### config.mk
export PLATFORM = sky130hd
export DESIGN_NAME = ctrl_serial_port
export DESIGN_NICKNAME = d
export VERILOG_FILES = /design/src/rtl/ctrl_port_pkg.sv /design/src/rtl/frame_rx.sv /design/src/rtl/reg_bank.sv /design/src/rtl/rd_shifter.sv /design/src/rtl/ctrl_serial_port.sv
export SDC_FILE = /design/constraint.sdc
export NUM_CORES = 1
export LEC_CHECK = 0
export BUFFER_PORTS_ARGS = -buffer_cell sky130_fd_sc_hd__buf_2
export CORE_MARGIN = 5
export CORE_UTILIZATION = 51
export CTS_CLUSTER_DIAMETER = 120
export CTS_CLUSTER_SIZE = 30
export DETAILED_ROUTE_END_ITERATION = 6
export PLACE_DENSITY_LB_ADDON = 0.05
export SETUP_SLACK_MARGIN = 0.1
export SYNTH_ARGS = -nofsm -noshare
export SYNTH_HDL_FRONTEND = slang
export SYNTH_SLANG_ARGS = --single-unit
### constraint.sdc
create_clock -name clk -period 2.1 [get_ports clk]
set_clock_uncertainty 0.1 [all_clocks]
set_input_delay 0.21 -clock clk [delete_from_list [all_inputs] [get_ports clk]]
set_output_delay 0.21 -clock clk [all_outputs]
set_load 0.005 [all_outputs]
### src/rtl/ctrl_port_pkg.sv
package ctrl_port_pkg;
    typedef enum logic [1:0] {
        RX_IDLE = 2'd0,
        RX_BITS = 2'd1,
        RX_STOP = 2'd2
    } rx_state_e;
endpackage

### src/rtl/frame_rx.sv
module frame_rx
    import ctrl_port_pkg::*;
#(
    parameter int FRAME_BITS = 16,
    parameter int ADDR_BITS  = 3,
    parameter int DATA_BITS  = FRAME_BITS - 1 - ADDR_BITS
) (
    input  logic                 clk,
    input  logic                 rst_n,
    input  logic                 word_stb,
    input  logic                 suspend,
    input  logic                 ser_in,
    input  logic                 rd_nwr,
    output logic                 wr_en,
    output logic                 rd_go,
    output logic [ADDR_BITS-1:0] addr,
    output logic [DATA_BITS-1:0] wdata
);
    localparam int BODY = FRAME_BITS - 1;
    localparam int CW   = $clog2(BODY);

    typedef struct packed {
        rx_state_e       st;
        logic            rd;
        logic [CW-1:0]   cnt;
        logic [BODY-1:0] sh;
    } rx_s;

    rx_s s_d, s_q;

    always_comb begin
        s_d   = s_q;
        wr_en = 1'b0;
        rd_go = 1'b0;
        if (word_stb) begin
            if (suspend) begin
                s_d.st  = RX_IDLE;
                s_d.cnt = '0;
            end else begin
                case (s_q.st)
                    RX_IDLE: begin
                        if (!ser_in) begin
                            s_d.st  = RX_BITS;
                            s_d.rd  = rd_nwr;
                            s_d.cnt = '0;
                        end
                    end
                    RX_BITS: begin
                        s_d.sh = {s_q.sh[BODY-2:0], ser_in};
                        if (s_q.cnt == CW'(BODY - 1)) begin
                            s_d.st = RX_STOP;
                        end else begin
                            s_d.cnt = s_q.cnt + 1'b1;
                        end
                    end
                    RX_STOP: begin
                        s_d.st = RX_IDLE;
                        if (ser_in) begin
                            if (s_q.rd) rd_go = 1'b1;
                            else        wr_en = 1'b1;
                        end
                    end
                    default: s_d.st = RX_IDLE;
                endcase
            end
        end
    end

    assign addr  = s_q.sh[ADDR_BITS-1:0];
    assign wdata = s_q.sh[BODY-1:ADDR_BITS];

    always_ff @(posedge clk or negedge rst_n) begin
        if (!rst_n) begin
            s_q <= '{st: RX_IDLE, rd: 1'b0, cnt: '0, sh: '0};
        end else begin
            s_q <= s_d;
        end
    end

    AST_STROBE_GATE: assert property (@(posedge clk) disable iff (!rst_n)
        !word_stb |=> $stable(s_q));
    AST_LINE_HIGH_IDLE: assert property (@(posedge clk) disable iff (!rst_n)
        (word_stb && ser_in && s_q.st == RX_IDLE) |=> s_q.st == RX_IDLE);
    AST_SUSPEND_IDLE: assert property (@(posedge clk) disable iff (!rst_n)
        (word_stb && suspend) |=> (s_q.st == RX_IDLE && !wr_en && !rd_go));
    AST_DIR_LATCHED: assert property (@(posedge clk) disable iff (!rst_n)
        (s_q.st != RX_IDLE && !(word_stb && suspend)) |=> $stable(s_q.rd));
endmodule

### src/rtl/reg_bank.sv
module reg_bank #(
    parameter int ADDR_BITS = 3,
    parameter int DATA_BITS = 12
) (
    input  logic                                  clk,
    input  logic                                  rst_n,
    input  logic                                  wr_en,
    input  logic [ADDR_BITS-1:0]                  addr,
    input  logic [DATA_BITS-1:0]                  wdata,
    output logic [DATA_BITS-1:0]                  rdata,
    output logic [(2**ADDR_BITS)*DATA_BITS-1:0]   regs_flat
);
    localparam int NREGS = 2 ** ADDR_BITS;

    logic [DATA_BITS-1:0] regs_d [NREGS];
    logic [DATA_BITS-1:0] regs_q [NREGS];

    always_comb begin
        regs_d = regs_q;
        if (wr_en) regs_d[addr] = wdata;
    end

    always_ff @(posedge clk or negedge rst_n) begin
        if (!rst_n) begin
            for (int i = 0; i < NREGS; i++) regs_q[i] <= '0;
        end else begin
            regs_q <= regs_d;
        end
    end

    assign rdata = regs_q[addr];

    for (genvar g = 0; g < NREGS; g++) begin : g_flat
        assign regs_flat[g*DATA_BITS +: DATA_BITS] = regs_q[g];
    end

    AST_NO_STRAY_WRITE: assert property (@(posedge clk) disable iff (!rst_n)
        !wr_en |=> $stable(regs_flat));
endmodule

### src/rtl/rd_shifter.sv
module rd_shifter #(
    parameter int DATA_BITS = 12
) (
    input  logic                 clk,
    input  logic                 rst_n,
    input  logic                 word_stb,
    input  logic                 load,
    input  logic [DATA_BITS-1:0] ldata,
    output logic                 ser_out
);
    localparam int CW = $clog2(DATA_BITS);

    typedef struct packed {
        logic [DATA_BITS-1:0] sh;
        logic [CW-1:0]        cnt;
        logic                 out;
    } sh_s;

    sh_s s_d, s_q;

    always_comb begin
        s_d = s_q;
        if (load) begin
            s_d.out = ldata[DATA_BITS-1];
            s_d.sh  = {ldata[DATA_BITS-2:0], 1'b1};
            s_d.cnt = CW'(DATA_BITS - 1);
        end else if (word_stb) begin
            if (s_q.cnt != '0) begin
                s_d.out = s_q.sh[DATA_BITS-1];
                s_d.sh  = {s_q.sh[DATA_BITS-2:0], 1'b1};
                s_d.cnt = s_q.cnt - 1'b1;
            end else begin
                s_d.out = 1'b1;
            end
        end
    end

    assign ser_out = s_q.out;

    always_ff @(posedge clk or negedge rst_n) begin
        if (!rst_n) begin
            s_q <= '{sh: '1, cnt: '0, out: 1'b1};
        end else begin
            s_q <= s_d;
        end
    end

    AST_OUT_HOLD: assert property (@(posedge clk) disable iff (!rst_n)
        (!word_stb && !load) |=> $stable(ser_out));
    AST_IDLE_HIGH: assert property (@(posedge clk) disable iff (!rst_n)
        (word_stb && !load && s_q.cnt == '0) |=> ser_out);
endmodule

### src/rtl/ctrl_serial_port.sv
module ctrl_serial_port #(
    parameter int FRAME_BITS = 16,
    parameter int ADDR_BITS  = 3
) (
    input  logic clk,
    input  logic rst_n,
    input  logic word_stb,
    input  logic suspend,
    input  logic ser_in,
    input  logic rd_nwr,
    output logic ser_out,
    output logic [(2**ADDR_BITS)*(FRAME_BITS-1-ADDR_BITS)-1:0] ctrl_regs
);
    localparam int DATA_BITS = FRAME_BITS - 1 - ADDR_BITS;

    logic                 wr_en;
    logic                 rd_go;
    logic [ADDR_BITS-1:0] addr;
    logic [DATA_BITS-1:0] wdata;
    logic [DATA_BITS-1:0] rdata;

    frame_rx #(
        .FRAME_BITS(FRAME_BITS),
        .ADDR_BITS (ADDR_BITS),
        .DATA_BITS (DATA_BITS)
    ) u_rx (
        .clk     (clk),
        .rst_n   (rst_n),
        .word_stb(word_stb),
        .suspend (suspend),
        .ser_in  (ser_in),
        .rd_nwr  (rd_nwr),
        .wr_en   (wr_en),
        .rd_go   (rd_go),
        .addr    (addr),
        .wdata   (wdata)
    );

    reg_bank #(
        .ADDR_BITS(ADDR_BITS),
        .DATA_BITS(DATA_BITS)
    ) u_bank (
        .clk      (clk),
        .rst_n    (rst_n),
        .wr_en    (wr_en),
        .addr     (addr),
        .wdata    (wdata),
        .rdata    (rdata),
        .regs_flat(ctrl_regs)
    );

    rd_shifter #(
        .DATA_BITS(DATA_BITS)
    ) u_shift (
        .clk     (clk),
        .rst_n   (rst_n),
        .word_stb(word_stb),
        .load    (rd_go),
        .ldata   (rdata),
        .ser_out (ser_out)
    );

    AST_READ_NO_WRITE: assert property (@(posedge clk) disable iff (!rst_n)
        rd_go |=> $stable(ctrl_regs));
endmodule

# Yosys cells after proc, flatten, opt, wreduce, memory -nomap -nowiden
# Cells that the tools add are included.
# classes
n_lt_le_gt_ge,2
eq_ne,6
mux,27
bitwise,3
addsub,2
reduce_logical,11
# op_table
operator,n
96-bit bitwise mux,1
12-bit binary-select mux with 3-bit select,1
12-bit demux with 3-bit select,1
12-bit two-way mux,3
17-bit two-way mux,2
16-bit two-way mux,1
1-bit two-way mux,11
4-bit two-way mux,2
4-bit one-hot mux with 2 select lines,1
4-bit AND reduction,2
7-bit two-way mux,1
3-bit != test (second input constant),2
3-bit AND reduction,2
4-bit by 1-bit adder with 4-bit output (second input constant),1
4-bit == test (second input constant),1
4-bit greater-or-equal comparator (second input constant),1
4-bit by 1-bit less-than comparator with 1-bit output (second input constant),1
2-bit two-way mux,2
3-bit inverter with 4-bit output,1
2-bit one-hot mux with 2 select lines,1
2-bit nonzero test,2
4-bit nonzero test,1
4-bit by 1-bit subtractor with 4-bit output (second input constant),1
3-bit by 2-bit != test with 1-bit output (second input constant),1
other kinds (7),8
# totals
inputBits,6
word_cells,66
regBits,135
out_inout_bits,97

# Longest topological paths before layout
# Gate-level depths: netlist of run 1.
# logic_depth
word_depth,7
mapped_depth,7
ltp_nobuf,6

# Hierarchy
# A second synthesis of run 1 with hierarchy kept.
# hier_totals
hier_cells,498
hier_area_um2,6401.1
# by_module_without_submodules
mod,cells_per_inst,area_per_inst_um2,n_inst
reg_bank,313,4423.0,1
frame_rx,93,1124.8,1
rd_shifter,92,853.3,1

# Worst setup path after synthesis of run 1
# Ideal clock, no wire load.
# synth_path
kind,reg2reg
startpoint,register u_rx.s_q[20] in the netlist's numbering
endpoint,register u_bank.regs_q (netlist bit u_bank.regs_flat[13])
path_stages_with_launch,6
path_slack_ns,0.135
arrival_time_ns,1.740
required_ns,1.875
cell_sequence,dfrtp_1 and2b_1 nand4b_4 nor4_1 buf_4 mux2_2
# synth_via
elab_chain_len,4
# synth_lines
element,line_no,text
from (decl),frame_rx.sv:29,"rx_s s_d, s_q;"
from (signal assigned),frame_rx.sv:74,"s_q <= '{st: RX_IDLE, rd: 1'b0, cnt: '0, sh: '0};"
2-bit == test,frame_rx.sv:40,case (s_q.st)
1-bit two-way mux,frame_rx.sv:40,
1-bit two-way mux,frame_rx.sv:36,if (suspend) begin
1-bit two-way mux,frame_rx.sv:35,if (word_stb) begin
to (signal assigned),reg_bank.sv:27,regs_q <= regs_d;
to (decl),reg_bank.sv:16,logic [DATA_BITS-1:0] regs_q [NREGS];
# Every way passes these cells.
# A chain may end at the register's enable or synchronous reset.

# Final worst setup path of run 1
# layout_path
startpoint,register u_rx.s_q[20] in the netlist's numbering
endpoint,register u_bank.regs_q (netlist bit u_bank.regs_flat[70])
# Same word-level chain as after synthesis.

==> results of run 1 <==
[sequential cells by signal, summed over array words and instances, names as in the netlist]
name              count
u_shift.ser_out       1
u_rx.addr             3
u_shift.s_q          15
u_rx.s_q              7
u_bank.regs_flat     96
u_rx.wdata           12
[layer usage]
layer  track usage  vias to the layer above  wire [µm]
li1              -                     2047          -
met5             0                        -          0
met1        0.3174                     2268       7335
met2        0.3727                      106       7959
met4       0.06657                        0        189
met3       0.06688                       17        876
[layout make-up]
type,count,share of cell area
Sequential cell,134,0.4324
Tap cell,147,0.02358
Clock buffer,22,0.06081
Clock inverter,10,0.01316
Timing Repair Buffer,143,0.1182
Multi-Input combinational cell,309,0.3480
Inverter,8,0.003850
[worst min-delay path by stage]
stage	startpoint	endpoint	slack [ns]	depth (start not counted)
6_report	suspend	u_rx.s_q[18]$_DFFE_PN0P_	0.18	5
5_1_grt	suspend	u_rx.s_q[18]$_DFFE_PN0P_	0.18	5
4_1_cts	suspend	u_rx.s_q[18]$_DFFE_PN0P_	0.16	5
3_5_place_dp	rst_n	u_rx.s_q[16]$_DFFE_PN0P_	0.11	1
3_3_place_gp	rst_n	u_rx.s_q[16]$_DFFE_PN0P_	0.11	1
2_1_floorplan	rst_n	u_bank.regs_flat[0]$_DFFE_PN0P_	-0.19	0
[cell usage after synthesis, drive strengths merged]
cell type	number
nand3b	11
o21bai	1
a32oi	1
and2b	2
or3b	1
a22oi	1
nand3	5
a211o	9
o211ai	2
mux2i	34
and3	12
dfstp	12
o311a	1
nor4	4
a211oi	9
nor2	13
dfrtp	122
a21o	1
a21oi	21
ha	3
nand4	3
and2	2
clkbuf	18
nor3b	1
o21ai	15
mux2	110
xnor2	2
or2	1
and4	1
nand2	15
o32ai	1
or3	2
inv	8
o211a	1
buf	28
xor2	1
nand4b	1
mux4	2
o22ai	1
a31oi	14
nor3	5
[power breakdown]
group	internal [µW]	switching [µW]	leakage, µW
clock	1820	1070	0.000289
sequential	2740	305	0.00181
combinational	612	900	0.00194
total	5180	2280	0.00404
[kinds of logic (layout without fill, tap and decap cells)]
family / Yosys count / count (layout) / synth area share
AO/OA/AOI/OAI: 78 / 78 / 0.07922
multiplexers: 146 / 146 / 0.2597
flip-flops: 134 / 134 / 0.5385
AND/OR/NAND/NOR: 79 / 79 / 0.07381
XOR/XNOR: 3 / 3 / 0.004202
buffers and inverters: 54 / 183 / 0.03861
adder cells (fa/ha/maj): 3 / 3 / 0.006002
[worst register-to-register path, delay by kind of cell (launching register included)]
kind	cells	cell delay, ns
mux	1	0.35
simple gates	3	0.82
buf+inv	1	0.23
flops	1	0.38
[per-stage QoR]
stage,setup slack (ns),TNS (ns),util,std cells
floorplan,0.1353,0,-,497
global placement,0.05284,0,0.5869,728
detailed placement,-0.009827,-0.009827,0.5869,728
CTS,0.1041,0,0.6440,767
global route,0.06496,0,0.6493,773
finish,0.09826,0,0.6493,773
[what timing repair did]
item | 4_1_cts | 5_1_grt
hold endpoints to repair | 28 | 0
pin swaps | 2 | 1
cloned | 0 | 1
setup endpoints to repair | 26 | 97
resized for setup | 8 | 8
setup buffers | 4 | 5
hold buffers | 3 | 0
==> reports/qor.txt, run 1 <==
========================================================================================
Crit. End Element                                                               register
Arrival time of data at the critical path endpoint                               2.20 ns
Number of antenna violations at the first check in global routing                      0
H-tree levels                                                                          4
Synth Register Bits                                                                  134
Placed cell areas                                                               7049 µm²
Routed wire length                                                             16,360 µm
Upper clock frequency limit                                                    499.6 MHz
Area of combinational cells with multiple inputs                                2714 µm²
Vias per std cell                                                                  5.741
Leak Pwr                                                                     0.004036 µW
Most common library cell in the layout ignoring fill and taps                    dfrtp_1
Number of logic stages on the critical path including buffering                        5
Endpoints failing setup                                                                0
Synth unique cells                                                                    44
DRC marker count from the first detailed-route iteration                             280
Total power draw                                                                 7458 µW
Max Cap Viol                                                                           0
Total die area                                                                14,580 µm²
Layout fillers                                                                       941
Leading area contributor after synthesis                                         dfrtp_1
Yosys synthesis warning count                                                          0
Slew at the pin with the worst max-slew slack                                  0.6873 ns
Post-synthesis sequential area ratio                                              0.5385
Minimum clock period after layout                                               2.002 ns
Library cell used as clock root buffer                                         clkbuf_16
Syn Std Cell Area                                                               6255 µm²
Horizontal die dimension                                                        120.7 µm
Most frequent cells in the layout                                           dfrtp_1, mux2_2, buf_2
Dominant delay contributor by cell family on the critical path              simple AND/OR/NAND/NOR gates
Flip-flop and latch area                                                        3372 µm²
Critical path class                                                         register to register
Cell type of the slowest stage on the worst timing path                           nor4_4
Port Buffers                                                                         102
Number of buffers on the longest clock path                                            2
Highest ir drop seen on vdd                                                    0.6469 mV
DPL Wire Length                                                                11,010 µm
Drt wl/cell                                                                     21.16 µm
Post-layout instance area                                                       7799 µm²
CP Data Required Time                                                            2.30 ns
DRC Markers                                                                            0
Origin of the worst setup path                                              u_rx.s_q[20]$_DFFE_PN0P_
I/O Pins                                                                             103
Number of clock sinks seen by CTS                                                    134
Main area contributors after synthesis                                      dfrtp_1, mux2_2, mux2i_1
RR Endpoint                                                                 u_bank.regs_flat[70]$_DFFE_PN0P_
CP startpoint kind                                                              register
Core outline area                                                             12,010 µm²
List of cells traversed by the critical path                                and2b_2, nand4b_4, nor4_4, buf_4, mux2_2
Maximum net fanout on the critical path                                                4
Combined buffer and inverter count along the critical path                             1
Vias in the first global route                                                     4,737
Max-Slew Margin vs Limit                                                          0.5413
Total global routing track utilization                                            0.2351
Hold violation count in the final report                                               0
Avg Cell Area, Syn                                                             12.59 µm²
Max Slew Vio Count                                                                     0
Total Nets Final                                                                     622
Initial core utilization                                                          0.5207
Total CTS buffers                                                                     17
Number of diodes added for antenna fixing                                              0
Syn-to-layout area delta                                                          24.68%
Min-Delay Path Class                                                        primary input to register
Count of nets left with antenna violations after detail routing                        0
Length in cells of the worst reg-to-reg path                                           5
Ratio of total power to cell area                                           956.3 nW/µm²
Worst reg2reg path startpoint                                               u_rx.s_q[20]$_DFFE_PN0P_
Number of standard cells after synthesis                                             497
Largest stage delay on the critical path                                         0.40 ns
Wire length of the first global-routing pass                                   26,300 µm
Vias after detailed routing                                                        4,438
Net count after synthesis                                                            506
Std-Cell Rows                                                                         40
RSZ-0062 raised after global routing                                                true
Final-layout worst hold slack                                                  0.1753 ns
Termination of the worst setup path                                         u_bank.regs_flat[70]$_DFFE_PN0P_
Worst reg2reg setup slack                                                         0.1 ns
Post-route clock period utilization                                               0.9532
Area share of the largest cell type after synthesis                               0.4881
DIE HEIGHT                                                                      120.7 µm
Clock-pin slew on the worst setup and hold paths                                 0.05 ns
Share of final-layout standard cells stronger than drive strength 1               0.4920
TritonCTS clock tree                                                                done
Total gr overflow                                                                      0
Clock latency reported for the late side of the worst-skew pair                  0.42 ns
Outcome                                                                     finished, final reports clean
Number of search-and-repair iterations in the first detailed-routing pass              4
Maximum number of pins on one net before global-route repair                          39
Placer's final routability congestion estimate                                    0.8166
========================================================================================
Note: power is estimated with default switching activity, not from simulation.
==> inputs of run 2 (changes only) <==
- CORE_UTILIZATION: 51 -> 55
- clock period: 2.1 -> 2 ns (I/O delays scaled with it)
==> reports/qor.txt, run 2 (synthesized netlist as in run 1, its figures left out) <==
========================================================================================
Outcome                                                                     finished, final reports clean
Final setup margin                                                            0.02415 ns
DIE HEIGHT                                                                      116.6 µm
Total CTS buffers                                                                     17
Clock-pin slew on the worst setup and hold paths                                 0.06 ns
Placer's final routability congestion estimate                                    0.7749
Ratio of total power to cell area                                           979.8 nW/µm²
Maximum number of pins on one net before global-route repair                          85
Max-Slew Margin vs Limit                                                          0.6771
Worst setup timing slack at the placement stage                               0.03723 ns
Crit. End Element                                                               register
H-tree levels                                                                          4
Drt wl/cell                                                                     21.30 µm
Critical path class                                                         register to register
Total negative slack                                                                0 ns
Final std cells w/o fill                                                             771
Most common library cell in the layout ignoring fill and taps                    dfrtp_1
Largest stage delay on the critical path                                         0.44 ns
Min-Delay Path Class                                                        primary input to register
Total instance count after detailed placement                                        733
Library cell used as clock root buffer                                         clkbuf_16
Total gr overflow                                                                      0
Cell type of the slowest stage on the worst timing path                            or3_4
Arrival time of data at the critical path endpoint                               2.18 ns
Total die area                                                                13,600 µm²
Initial core utilization                                                          0.5549
Count of nets left with antenna violations after detail routing                        0
Port Buffers                                                                         102
Share of final-layout standard cells stronger than drive strength 1               0.4920
Maximum net fanout on the critical path                                               12
Number of clock sinks seen by CTS                                                    134
Number of diodes added for antenna fixing                                              0
RSZ-0062 raised after global routing                                                true
CP startpoint kind                                                              register
Max Slew Vio Count                                                                     0
Leak Pwr                                                                     0.004075 µW
Routed wire length                                                             16,430 µm
Number of antenna violations at the first check in global routing                      0
Std-Cell Rows                                                                         39
Number of buffers on the longest clock path                                            2
Endpoints failing setup                                                                0
Max Cap Viol                                                                           0
I/O Pins                                                                             103
Wire length of the first global-routing pass                                   25,330 µm
Vias in the first global route                                                     4,649
Largest register FFs                                                                  96
Most frequent cells in the layout                                           dfrtp_1, buf_2, mux2_2
Highest ir drop seen on vdd                                                    0.8717 mV
Core outline area                                                             11,270 µm²
CP Data Required Time                                                            2.20 ns
Vias after detailed routing                                                        4,520
Clock latency reported for the late side of the worst-skew pair                  0.42 ns
Post-layout instance area                                                       7973 µm²
Total global routing track utilization                                            0.2514
Vias per std cell                                                                  5.863
List of cells traversed by the critical path                                and2b_2, nand4b_4, buf_12, or3_4, mux2_4
Hold violation count in the final report                                               0
DPL Wire Length                                                                10,860 µm
Post-route clock period utilization                                               0.9879
Syn-to-layout area delta                                                          27.47%
Minimum clock period after layout                                               1.976 ns
Upper clock frequency limit                                                    506.1 MHz
Placed cell areas                                                               7099 µm²
TritonCTS clock tree                                                                done
Horizontal die dimension                                                        116.6 µm
Slew at the pin with the worst max-slew slack                                  0.4844 ns
DRC Markers                                                                            0
Total Nets Final                                                                     624
DRC marker count from the first detailed-route iteration                             308
Number of search-and-repair iterations in the first detailed-routing pass              4
========================================================================================
-- run 2: worst max-delay path, delay by kind of cell (launching register included) --
| family | cells | cell delay (ns) |
|---|---|---|
| simple gates | 3 | 0.88 |
| mux | 1 | 0.32 |
| buf+inv | 1 | 0.19 |
| flops | 1 | 0.37 |
-- run 2: metal layers --
layer / global-route usage / vias up / wire length [µm]
met1: 0.3456 / 2327 / 7256
met2: 0.3795 / 130 / 7918
met5: 0 / - / 0
met4: 0.08180 / 0 / 138
met3: 0.08394 / 11 / 1112
li1: - / 2052 / -
-- run 2: path summary, 6_finish.rpt --
kind,slack [ns],cells after the start,start,endpoint
worst max-delay path,0.02,5,u_rx.s_q[20]$_DFFE_PN0P_,u_bank.regs_flat[85]$_DFFE_PN0P_
worst min-delay path,0.16,5,suspend,u_rx.s_q[18]$_DFFE_PN0P_
worst max register to register,0.02,5,u_rx.s_q[20]$_DFFE_PN0P_,u_bank.regs_flat[85]$_DFFE_PN0P_
worst min register to register,0.40,2,u_shift.s_q[15]$_DFFE_PN1P_,u_shift.s_q[15]$_DFFE_PN1P_
max in group asynchronous,1.11,3,rst_n,u_shift.s_q[11]$_DFFE_PN1P_
min in group asynchronous,0.23,3,rst_n,u_rx.s_q[17]$_DFFE_PN0P_
-- run 2: power breakdown --
group	total (µW)	switching [µW]	leakage, µW	internal (µW)
Sequential	3200	328	0.00181	2880
Combinational	1650	1000	0.00199	654
Clock	2950	1120	0.000272	1830
Total	7810	2450	0.00408	5360
-- run 2: timing repair --
action                                 CTS  global route
setup buffers                            0             2
endpoints found under the hold margin  124             0
hold buffers                             3             0
setup endpoints to repair               45            88
pin swaps                                1             3
cloned                                   0             1
gates resized for setup                  4            56
-- run 2: through the flow --
stage                       util  power [µW]  hold slack (ns)
after global placement    0.6298        4710           0.1143
after CTS                 0.6842        7765           0.1407
after global routing      0.7073        8168           0.1731
final                     0.7073        7812           0.1575
after detailed placement  0.6298        4762           0.1205
after floorplan                -        4178          -0.1956
-- run 2: layout make-up --
cell class / instances / area [µm²]
Clock buffer: 24 / 491.7
Clock inverter: 8 / 72.57
Fill cell: 777 / 3299
Inverter: 8 / 30.03
Multi-Input combinational cell: 310 / 2897
Sequential cell: 134 / 3371
Tap cell: 143 / 178.9
Timing Repair Buffer: 144 / 932.1
